<file path="src/rtl/addsub_pkg.sv">
package addsub_pkg;

  typedef enum logic [2:0] {
    OP_ADD = 3'd0,
    OP_ADC = 3'd1,
    OP_SUB = 3'd2,
    OP_SBC = 3'd3,
    OP_NEG = 3'd4
  } as_op_e;

  typedef enum logic [2:0] {
    IMM_NONE  = 3'd0,
    IMM_SHORT = 3'd1,
    IMM_LONG  = 3'd2,
    IMM_STACK = 3'd3,
    IMM_ADDR  = 3'd4
  } imm_form_e;

  typedef struct packed {
    logic n;
    logic z;
    logic c;
    logic v;
  } nzcv_t;

  function automatic logic op_known(input logic [2:0] op);
    return op <= 3'd4;
  endfunction

  function automatic logic op_forces_flags(input logic [2:0] op);
    return (op == OP_ADC) || (op == OP_SBC) || (op == OP_NEG);
  endfunction

  function automatic logic op_takes_imm(input logic [2:0] op);
    return (op == OP_ADD) || (op == OP_SUB);
  endfunction

endpackage

</file>
<file path="src/rtl/addsub_imm_check.sv">
module addsub_imm_check
  import addsub_pkg::*;
#(
  parameter int IMM_W      = 11,
  parameter int SHORT_MAX  = 7,
  parameter int LONG_MAX   = 255,
  parameter int STACK_MAX  = 508,
  parameter int ADDR_MAX   = 1020,
  parameter int ALIGN_LOG2 = 2
) (
  input  logic             clk,
  input  logic             rst_n,
  input  logic [2:0]       op_i,
  input  logic             use_imm_i,
  input  logic [IMM_W-1:0] imm_i,
  input  logic [2:0]       form_i,
  output logic             imm_bad_o
);
  localparam int GUARD_W = IMM_W + 1;
  localparam logic [GUARD_W-1:0] SHORT_LIM = GUARD_W'(SHORT_MAX);
  localparam logic [GUARD_W-1:0] LONG_LIM  = GUARD_W'(LONG_MAX);
  localparam logic [GUARD_W-1:0] STACK_LIM = GUARD_W'(STACK_MAX);
  localparam logic [GUARD_W-1:0] ADDR_LIM  = GUARD_W'(ADDR_MAX);

  logic [GUARD_W-1:0] imm_ext;
  logic               aligned;
  logic               fits;

  assign imm_ext = {1'b0, imm_i};

  generate
    if (ALIGN_LOG2 > 0) begin : g_align
      assign aligned = (imm_i[ALIGN_LOG2-1:0] == '0);
    end else begin : g_noalign
      assign aligned = 1'b1;
    end
  endgenerate

  always_comb begin
    case (form_i)
      IMM_SHORT: fits = op_takes_imm(op_i) && (imm_ext <= SHORT_LIM);
      IMM_LONG:  fits = op_takes_imm(op_i) && (imm_ext <= LONG_LIM);
      IMM_STACK: fits = op_takes_imm(op_i) && aligned && (imm_ext <= STACK_LIM);
      IMM_ADDR:  fits = (op_i == OP_ADD) && aligned && (imm_ext <= ADDR_LIM);
      default:   fits = 1'b0;
    endcase
  end

  assign imm_bad_o = use_imm_i && !fits;

  p_short_range_r6: assert property (@(posedge clk) disable iff (!rst_n)
    (use_imm_i && form_i == IMM_SHORT && !imm_bad_o) |-> (imm_i <= IMM_W'(SHORT_MAX)));
  p_stack_align_r7: assert property (@(posedge clk) disable iff (!rst_n)
    (use_imm_i && form_i == IMM_STACK && !imm_bad_o) |-> (imm_i[1:0] == 2'b00));
  p_imm_op_r8: assert property (@(posedge clk) disable iff (!rst_n)
    (use_imm_i && !imm_bad_o) |-> (op_i == OP_ADD || op_i == OP_SUB));

endmodule

</file>
<file path="src/rtl/addsub_core.sv">
module addsub_core
  import addsub_pkg::*;
#(
  parameter int W = 32
) (
  input  logic         clk,
  input  logic         rst_n,
  input  logic [2:0]   op_i,
  input  logic [W-1:0] a_i,
  input  logic [W-1:0] b_i,
  input  logic         c_flag_i,
  output logic [W-1:0] sum_o,
  output logic         cout_o,
  output logic         ovf_o
);
  localparam int MSB = W - 1;

  function automatic logic [W:0] add_wide(input logic [W-1:0] x,
                                          input logic [W-1:0] y,
                                          input logic cin);
    return {1'b0, x} + {1'b0, y} + {{W{1'b0}}, cin};
  endfunction

  function automatic logic sign_ovf(input logic [W-1:0] x,
                                    input logic [W-1:0] y,
                                    input logic [W-1:0] s);
    return (x[MSB] == y[MSB]) && (s[MSB] != x[MSB]);
  endfunction

  logic [W-1:0] x_in, y_in;
  logic         cin;
  logic [W:0]   wide;

  always_comb begin
    x_in = a_i;
    y_in = b_i;
    cin  = 1'b0;
    case (op_i)
      OP_ADC: cin = c_flag_i;
      OP_SUB: begin y_in = ~b_i; cin = 1'b1;     end
      OP_SBC: begin y_in = ~b_i; cin = c_flag_i; end
      OP_NEG: begin x_in = '0; y_in = ~a_i; cin = 1'b1; end
      default: ;
    endcase
  end

  assign wide   = add_wide(x_in, y_in, cin);
  assign sum_o  = wide[MSB:0];
  assign cout_o = wide[W];
  assign ovf_o  = sign_ovf(x_in, y_in, sum_o);

  p_neg_carry_r3: assert property (@(posedge clk) disable iff (!rst_n)
    (op_i == OP_NEG) |-> (cout_o == (a_i == '0)));
  p_neg_ovf_r3: assert property (@(posedge clk) disable iff (!rst_n)
    (op_i == OP_NEG) |-> (ovf_o == (a_i == {1'b1, {MSB{1'b0}}})));
  p_sub_carry_r2: assert property (@(posedge clk) disable iff (!rst_n)
    (op_i == OP_SUB) |-> (cout_o == (a_i >= b_i)));

endmodule

</file>
<file path="src/rtl/addsub_flag_reg.sv">
module addsub_flag_reg
  import addsub_pkg::*;
#(
  parameter int W = 32
) (
  input  logic         clk,
  input  logic         rst_n,
  input  logic         upd_i,
  input  logic [W-1:0] sum_i,
  input  logic         cout_i,
  input  logic         ovf_i,
  output nzcv_t        flags_o
);
  nzcv_t nxt;

  always_comb begin
    nxt.n = sum_i[W-1];
    nxt.z = (sum_i == '0);
    nxt.c = cout_i;
    nxt.v = ovf_i;
  end

  always_ff @(posedge clk or negedge rst_n) begin
    if (!rst_n)     flags_o <= '0;
    else if (upd_i) flags_o <= nxt;
  end

  p_hold_r5: assert property (@(posedge clk) disable iff (!rst_n)
    !upd_i |=> $stable(flags_o));
  p_load_r4: assert property (@(posedge clk) disable iff (!rst_n)
    upd_i |=> (flags_o.n == $past(sum_i[W-1]) && flags_o.c == $past(cout_i)));

endmodule

</file>
<file path="src/rtl/addsub_flags_unit.sv">
module addsub_flags_unit
  import addsub_pkg::*;
#(
  parameter int W     = 32,
  parameter int IMM_W = 11
) (
  input  logic             clk,
  input  logic             rst_n,
  input  logic [2:0]       op_i,
  input  logic             set_flags_i,
  input  logic [W-1:0]     opa_i,
  input  logic [W-1:0]     opb_i,
  input  logic             use_imm_i,
  input  logic [IMM_W-1:0] imm_i,
  input  logic [2:0]       imm_form_i,
  output logic [W-1:0]     result_o,
  output logic             illegal_o,
  output logic             flag_n_o,
  output logic             flag_z_o,
  output logic             flag_c_o,
  output logic             flag_v_o
);
  nzcv_t        flags;
  logic [W-1:0] b_eff;
  logic         imm_bad;
  logic         cout, ovf;
  logic         want_flags;
  logic         flag_upd;

  assign b_eff = use_imm_i ? {{(W-IMM_W){1'b0}}, imm_i} : opb_i;

  addsub_imm_check #(.IMM_W(IMM_W)) u_imm (
    .clk(clk), .rst_n(rst_n), .op_i(op_i), .use_imm_i(use_imm_i),
    .imm_i(imm_i), .form_i(imm_form_i), .imm_bad_o(imm_bad)
  );

  addsub_core #(.W(W)) u_core (
    .clk(clk), .rst_n(rst_n), .op_i(op_i), .a_i(opa_i), .b_i(b_eff),
    .c_flag_i(flags.c), .sum_o(result_o), .cout_o(cout), .ovf_o(ovf)
  );

  assign illegal_o  = imm_bad || !op_known(op_i);
  assign want_flags = op_forces_flags(op_i) || (set_flags_i && op_takes_imm(op_i));
  assign flag_upd   = want_flags && !illegal_o;

  addsub_flag_reg #(.W(W)) u_flags (
    .clk(clk), .rst_n(rst_n), .upd_i(flag_upd), .sum_i(result_o),
    .cout_i(cout), .ovf_i(ovf), .flags_o(flags)
  );

  assign flag_n_o = flags.n;
  assign flag_z_o = flags.z;
  assign flag_c_o = flags.c;
  assign flag_v_o = flags.v;

  p_illegal_keeps_flags_r9: assert property (@(posedge clk) disable iff (!rst_n)
    illegal_o |=> $stable(flags));
  p_forced_update_r5: assert property (@(posedge clk) disable iff (!rst_n)
    (op_i == OP_NEG && !illegal_o) |=> (flags.z == ($past(opa_i) == '0)));

endmodule

</file>
<file path="config.mk">
export PLATFORM = sky130hd
export DESIGN_NAME = addsub_flags_unit
export DESIGN_NICKNAME = d
export VERILOG_FILES = /design/src/rtl/addsub_pkg.sv /design/src/rtl/addsub_imm_check.sv /design/src/rtl/addsub_core.sv /design/src/rtl/addsub_flag_reg.sv /design/src/rtl/addsub_flags_unit.sv
export SDC_FILE = /design/constraint.sdc
export NUM_CORES = 1
export LEC_CHECK = 0
export BUFFER_PORTS_ARGS = -buffer_cell sky130_fd_sc_hd__buf_2
export CORE_MARGIN = 2
export CORE_UTILIZATION = 52
export DETAILED_ROUTE_END_ITERATION = 8
export PLACE_DENSITY = 0.84
export SYNTH_ARGS = -nofsm -noshare
export SYNTH_HDL_FRONTEND = slang
export SYNTH_SLANG_ARGS = --single-unit
</file>
<file path="constraint.sdc">
create_clock -name clk -period 5.27 [get_ports clk]
set_input_delay 0.527 -clock clk [delete_from_list [all_inputs] [get_ports clk]]
set_output_delay 0.527 -clock clk [all_outputs]
set_load 0.02 [all_outputs]
</file>
======== Yosys cells after proc, flatten, opt, wreduce, memory -nomap -nowiden ========
Cells that the tools add are included.
word-level totals
  output and inout port bits .............. 37
  bits in registers ....................... 4
  word-level logic and storage cells ...... 52
operators by class
  bitwise gates (word level) .............. 2
  $add $sub $neg .......................... 2
  reductions and logical operators ........ 24
  equality and inequality tests ........... 10
  multiplexer cells ....................... 5
  magnitude comparators ................... 5
operators with widths
  operator                                                                  count
  32-bit 2-to-1 mux                                                         2
  32-bit NOT                                                                2
  32-bit case mux with 2 select lines                                       1
  32-bit by 32-bit adder with 33-bit output                                 1
  33-bit by 1-bit adder with 33-bit output                                  1
  32-bit zero test                                                          1
  3-bit by 2-bit == test with 1-bit output (second input constant)          4
  11-bit by 10-bit <= comparator with 1-bit output (second input constant)  1
  11-bit by 3-bit <= comparator with 1-bit output (second input constant)   1
  11-bit by 8-bit <= comparator with 1-bit output (second input constant)   1
  11-bit by 9-bit <= comparator with 1-bit output (second input constant)   1
  1-bit logical AND                                                         10
  3-bit by 1-bit == test with 1-bit output (second input constant)          2
  3-bit == test (second input constant)                                     2
  2-bit OR reduction                                                        3
  1-bit logical OR                                                          5
  1-bit case mux with 4 select lines                                        1
  3-bit <= comparator (second input constant)                               1
  1-bit zero test                                                           3
  3-bit zero test                                                           1
  2-bit zero test                                                           1
  1-bit case mux with 2 select lines                                        1
  1-bit == test                                                             1
  1-bit inequality test                                                     1

======== Logic depth before layout (Yosys ltp) ========
  depth in word-level cells ............... 10
  depth in mapped cells ................... 17
  depth with buffers taken out ............ 16

======== Modules after synthesis ========
Synthesis repeated with hierarchy kept, for this count alone.
second synthesis, totals
  cells, all modules ...................... 465
  area, all modules ....................... 3080.5 um^2
by module, submodules not included
  module             area an instance (um^2)  times used  cells an instance
  addsub_core        2451.1                   1           394
  addsub_flags_unit  309.0                    1           40
  addsub_flag_reg    245.2                    1           20
  addsub_imm_check   75.1                     1           11

======== Worst setup path before layout ========
OpenSTA, ideal clock, no wires.
  path type ............................... input -> register
  start point ............................. input port use_imm_i
  end point ............................... register u_flags.flags_o[2] in the netlist's numbering
  required time ........................... 5.194 ns
  slack ................................... 0.380 ns
  stages .................................. 17
  arrival time ............................ 4.814 ns
  path through ............................ clkbuf_1 > clkbuf_1 > mux2i_1 > nor3_1 > a21oi_1 > o21ai_0 > fa_1 > fa_1 > a21o_1 > a221oi_2 > nor3_1 > o211ai_2 > o311ai_1 > a311oi_1 > xnor2_1 > or4_1 > o21ai_1
between the ends
  cells in the longest elaborated chain, start to end .. 6
ends and longest elaborated chain
  item                                           line                                  RTL
  start, declared                                addsub_flags_unit.sv:13               input logic use_imm_i,
  32-bit 2-to-1 mux (*)                          addsub_flags_unit.sv:30               assign b_eff = use_imm_i ? {{(W-IMM_W){1'b0}}, imm_i} : opb_i;
  32-bit NOT                                     addsub_core.sv:40, addsub_core.sv:41
  32-bit case mux with 2 select lines (*)        addsub_core.sv:38                     case (op_i)
  32-bit by 32-bit adder with 33-bit output (*)  addsub_core.sv:21                     return {1'b0, x} + {1'b0, y} + {{W{1'b0}}, cin};
  33-bit by 1-bit adder with 33-bit output (*)   addsub_core.sv:21
  via result_o[30]                               addsub_flags_unit.sv:16               output logic [W-1:0] result_o,
  32-bit zero test (*)                           addsub_flag_reg.sv:18                 nxt.z = (sum_i == '0);
  end signal, assigned                           addsub_flag_reg.sv:25                 else if (upd_i) flags_o <= nxt;
  end, declared                                  addsub_flag_reg.sv:12                 output nzcv_t flags_o
Mark *: on every way through the listed nets, which the timed path passes. The rest lies on a longest branch.
A chain may end at the register's enable or synchronous reset.

======== Worst setup path after layout ========
  start point ............................. input port op_i[1]
  end point ............................... output port result_o[24]
between the ends
  cells in the longest elaborated chain, start to end .. 5
ends and longest elaborated chain
  item                                          line                     RTL
  start, declared                               addsub_flags_unit.sv:9   input logic [2:0] op_i,
  3-bit by 2-bit == test with 1-bit output      addsub_core.sv:38
  2-bit OR reduction (no source line)           n/a
  32-bit case mux with 2 select lines           addsub_core.sv:38
  32-bit by 32-bit adder with 33-bit output     addsub_core.sv:21
  33-bit by 1-bit adder with 33-bit output (*)  addsub_core.sv:21
  end, declared                                 addsub_flags_unit.sv:16
Every way passes the cells marked *; elsewhere a longest branch is shown, timed or not.

==> results.sh <==
export IMPL_grt_pass1_vias=3754
export IMPL_cts_root_buf="clkbuf_8"
export IMPL_gp_congestion=0.988
export IMPL_ys_seq_area_share_pct=3.09
export IMPL_outcome="completed"
export IMPL_fin_worst_skew_ns=0.00312
export IMPL_wl_per_cell_um=15.6
export IMPL_drc_errors=0
export IMPL_finalSetupViolCount=0
export IMPL_fp_dieArea_um2=6880
export IMPL_grt_max_degree=33
export IMPL_start_util_pct=54.4
export IMPL_worstSetupStartpointType="input pin"
export IMPL_overflow=0
export IMPL_syn_num_nets=610
export IMPL_min_period_ns=4.99
export IMPL_place_area_um2=3920
export IMPL_drt_pass1_iterations=5
export IMPL_critical_path_class="input pin to output pin"
export IMPL_clk_latency_ns=0.22
export IMPL_setup_tns_ns=0
export IMPL_fin_crit_sh_pct=94.8
export IMPL_dieWidth_um=83.0
export IMPL_largest_reg_flops=4
export IMPL_grt_total_usage_pct=29.1
export IMPL_core_um2=5960
export IMPL_vias=4226
export IMPL_critPathMaxFanout=22
export IMPL_max_vdd_ir_drop_mv=0.171
export IMPL_clockBufferDepth=2
export IMPL_diodes=0
export IMPL_drt_iter0_drc=226
export IMPL_syn_area_um2=3240
export IMPL_slew_violations=0
export IMPL_synth_ff_type="dfrtp_1"
export IMPL_fillers=541
export IMPL_worstSetupEndpointType="output pin"
export IMPL_clk_pin_slew_ns=0.03
export IMPL_stdcell_area_um2=3960
export IMPL_syn_to_final_growth_pct=22.1
export IMPL_syn_inst=492
export IMPL_slowest_delay_ns=0.48
export IMPL_rows=28
export IMPL_holdCritPathClass="input pin to async pin"
export IMPL_layout_commonest_cell="buf_2"
export IMPL_max_slew_margin_rel_pct=57.9
export IMPL_routed_wl_um=10500
export IMPL_ant_nets=0
export IMPL_power_density_nw_per_um2=224
export IMPL_tightest_slew_ns=0.623
export IMPL_io_buffers=121
export IMPL_routed_via_density=6.29
export IMPL_crit_slowest_cell="fa_1"
export IMPL_synth_edf_count=0
export IMPL_ys_warnings_count=0
export IMPL_power_total_mw=0.887
export IMPL_multiInputGateArea_um2=2980
export IMPL_p_leak_nw=1.83
export IMPL_hpwl_um=8450
export IMPL_synthDistinctLibCells=61
export IMPL_clock_sinks=4
export IMPL_antenna_found_initial=0
export IMPL_seqCellArea_um2=100
export IMPL_crit_required_ns=4.74
export IMPL_ctsResizeCount=0
export IMPL_crit_arrival_ns=4.47
export IMPL_syn_avg_cell_area_um2=6.59
export IMPL_crit_chain="buf_2 -> nor2b_4 -> nor3_1 -> a21oi_1 -> o21ai_0 -> fa_1 -> fa_1 -> a21o_1 -> a221oi_2 -> nor3_1 -> or2_2 -> a311oi_1 -> or2_2 -> o221a_2 -> buf_2"
export IMPL_die_h_um=83.0
export IMPL_grt_pass1_wl_um=17300
export IMPL_ios=122
export IMPL_rsz0062_at_grt="false"
export IMPL_drive_above_1_share_pct=24.5
export IMPL_fmax_ghz=0.200
export IMPL_layout_common_cells="buf_2 (121), o21ai_0 (94), a21oi_1 (43)"
export IMPL_async_flop_share_pct=100
export IMPL_postCtsHoldBufs=0
export IMPL_maxCapViolCount=0
export IMPL_cts_buffers=3
export IMPL_nNetsFinal=717
export IMPL_h_tree_depth=1
export IMPL_postCtsSetupBuffers=0
export IMPL_tritoncts="done"
export IMPL_top_register="u_flags.flags_o"
export IMPL_hold_violations=0
export IMPL_reg_top3="u_flags.flags_o x4"
export IMPL_synth_seq_cells=4
## worst paths after layout
kind	to	slack [ns]	cells past startpoint	from
max in group asynchronous	u_flags.flags_o[2]	5.04	1	rst_n
min in group clk	u_flags.flags_o[2]	0.49	2	u_flags.flags_o[2]
max	result_o[24]	0.28	15	op_i[1]
min reg2reg	u_flags.flags_o[2]	0.49	2	u_flags.flags_o[2]
min	u_flags.flags_o[0]	0.11	1	rst_n
max reg2reg	u_flags.flags_o[2]	1.20	13	u_flags.flags_o[1]
## Yosys cell counts (2+ instances only)
| library cell | instances | area (um2) |
|---|---|---|
| o31ai_1 | 7 | 52.6 |
| nand4b_1 | 2 | 17.5 |
| xor2_1 | 9 | 78.8 |
| and3_1 | 6 | 37.5 |
| or4_1 | 2 | 15.0 |
| xnor2_1 | 13 | 114 |
| nor2_1 | 21 | 78.8 |
| a21oi_1 | 43 | 215 |
| clkbuf_1 | 24 | 90.1 |
| a41oi_1 | 2 | 17.5 |
| or3b_2 | 2 | 17.5 |
| dfrtp_1 | 4 | 100 |
| nand3_1 | 9 | 45.0 |
| nand2_1 | 20 | 75.1 |
| nor4_1 | 3 | 18.8 |
| inv_1 | 18 | 67.6 |
| a311oi_1 | 3 | 26.3 |
| o211ai_1 | 5 | 37.5 |
| a31oi_1 | 4 | 25.0 |
| and2_1 | 38 | 238 |
| a211o_1 | 4 | 35.0 |
| buf_1 | 2 | 7.51 |
| a221oi_1 | 3 | 26.3 |
| nand2b_1 | 4 | 25.0 |
| o211a_1 | 2 | 20.0 |
| or2_2 | 2 | 12.5 |
| a21boi_0 | 2 | 15.0 |
| fa_1 | 2 | 40.0 |
| a21o_1 | 8 | 60.1 |
| o21bai_1 | 7 | 52.6 |
| ha_1 | 31 | 388 |
| nand4_1 | 2 | 12.5 |
| a31o_2 | 2 | 17.5 |
| o21ai_0 | 94 | 470 |
| mux2i_1 | 13 | 130 |
| a211oi_1 | 3 | 22.5 |
| o21a_1 | 7 | 52.6 |
| a221o_1 | 2 | 20.0 |
| or3_1 | 3 | 18.8 |
| nor2b_1 | 23 | 144 |
| nor3_1 | 21 | 105 |
## report_power, final
part           switching [mW]  leakage, nW  internal (mW)
logic                   0.483         1.76          0.293
registers             0.00503       0.0501         0.0395
clock network          0.0171       0.0216         0.0488
total                   0.505         1.83          0.382
## layer usage
| layer | GRT usage (%) | up-vias | share of wire [%] |
|---|---|---|---|
| met4 | 9.24 | 0 | 2.5 |
| li1 | - | 2049 | - |
| met1 | 40.3 | 1952 | 44 |
| met3 | 2.88 | 23 | 8.5 |
| met2 | 47.1 | 202 | 45 |
| met5 | 0 | - | 0 |
## cell families (layout without fill, tap and decap cells)
family,count (synthesis),count (layout),share of synthesized area (%)
muxes,14,14,4.36
AOI/OAI and AO/OA,212,212,40.6
adders and majority gates,33,33,13.2
buffers and inverters,45,150,5.33
xor gates and xnor gates,22,22,5.94
DFF,4,4,3.09
and+or+nand+nor,162,162,27.5
## layout make-up
class / instances / share of cell area, %
Multi-Input combinational cell: 443 / 75.2
Timing Repair Buffer: 129 / 17.1
Sequential cell: 4 / 2.53
Tap cell: 75 / 2.37
Inverter: 18 / 1.71
Clock buffer: 3 / 1.04
## critical path: cells and delay by family
family | cells | cell delay [ns]
and+or+nand+nor | 5 | 1.22
buffers and inverters | 2 | 0.30
adders and majority gates | 2 | 0.90
AOI/OAI and AO/OA | 6 | 1.52
## metrics by stage
step           cells  setup slack [ns]  utilization, %  hold slack, ns
2_1_floorplan    492             0.380               -           0.231
3_5_place_dp     669             0.282            65.8           0.337
6_report         672             0.277            66.4           0.106
4_1_cts          672             0.344            66.4           0.104
5_1_grt          672            0.0473            66.4           0.113
3_3_place_gp     669             0.456            65.8           0.334
Note: power is estimated with default switching activity, not from simulation.
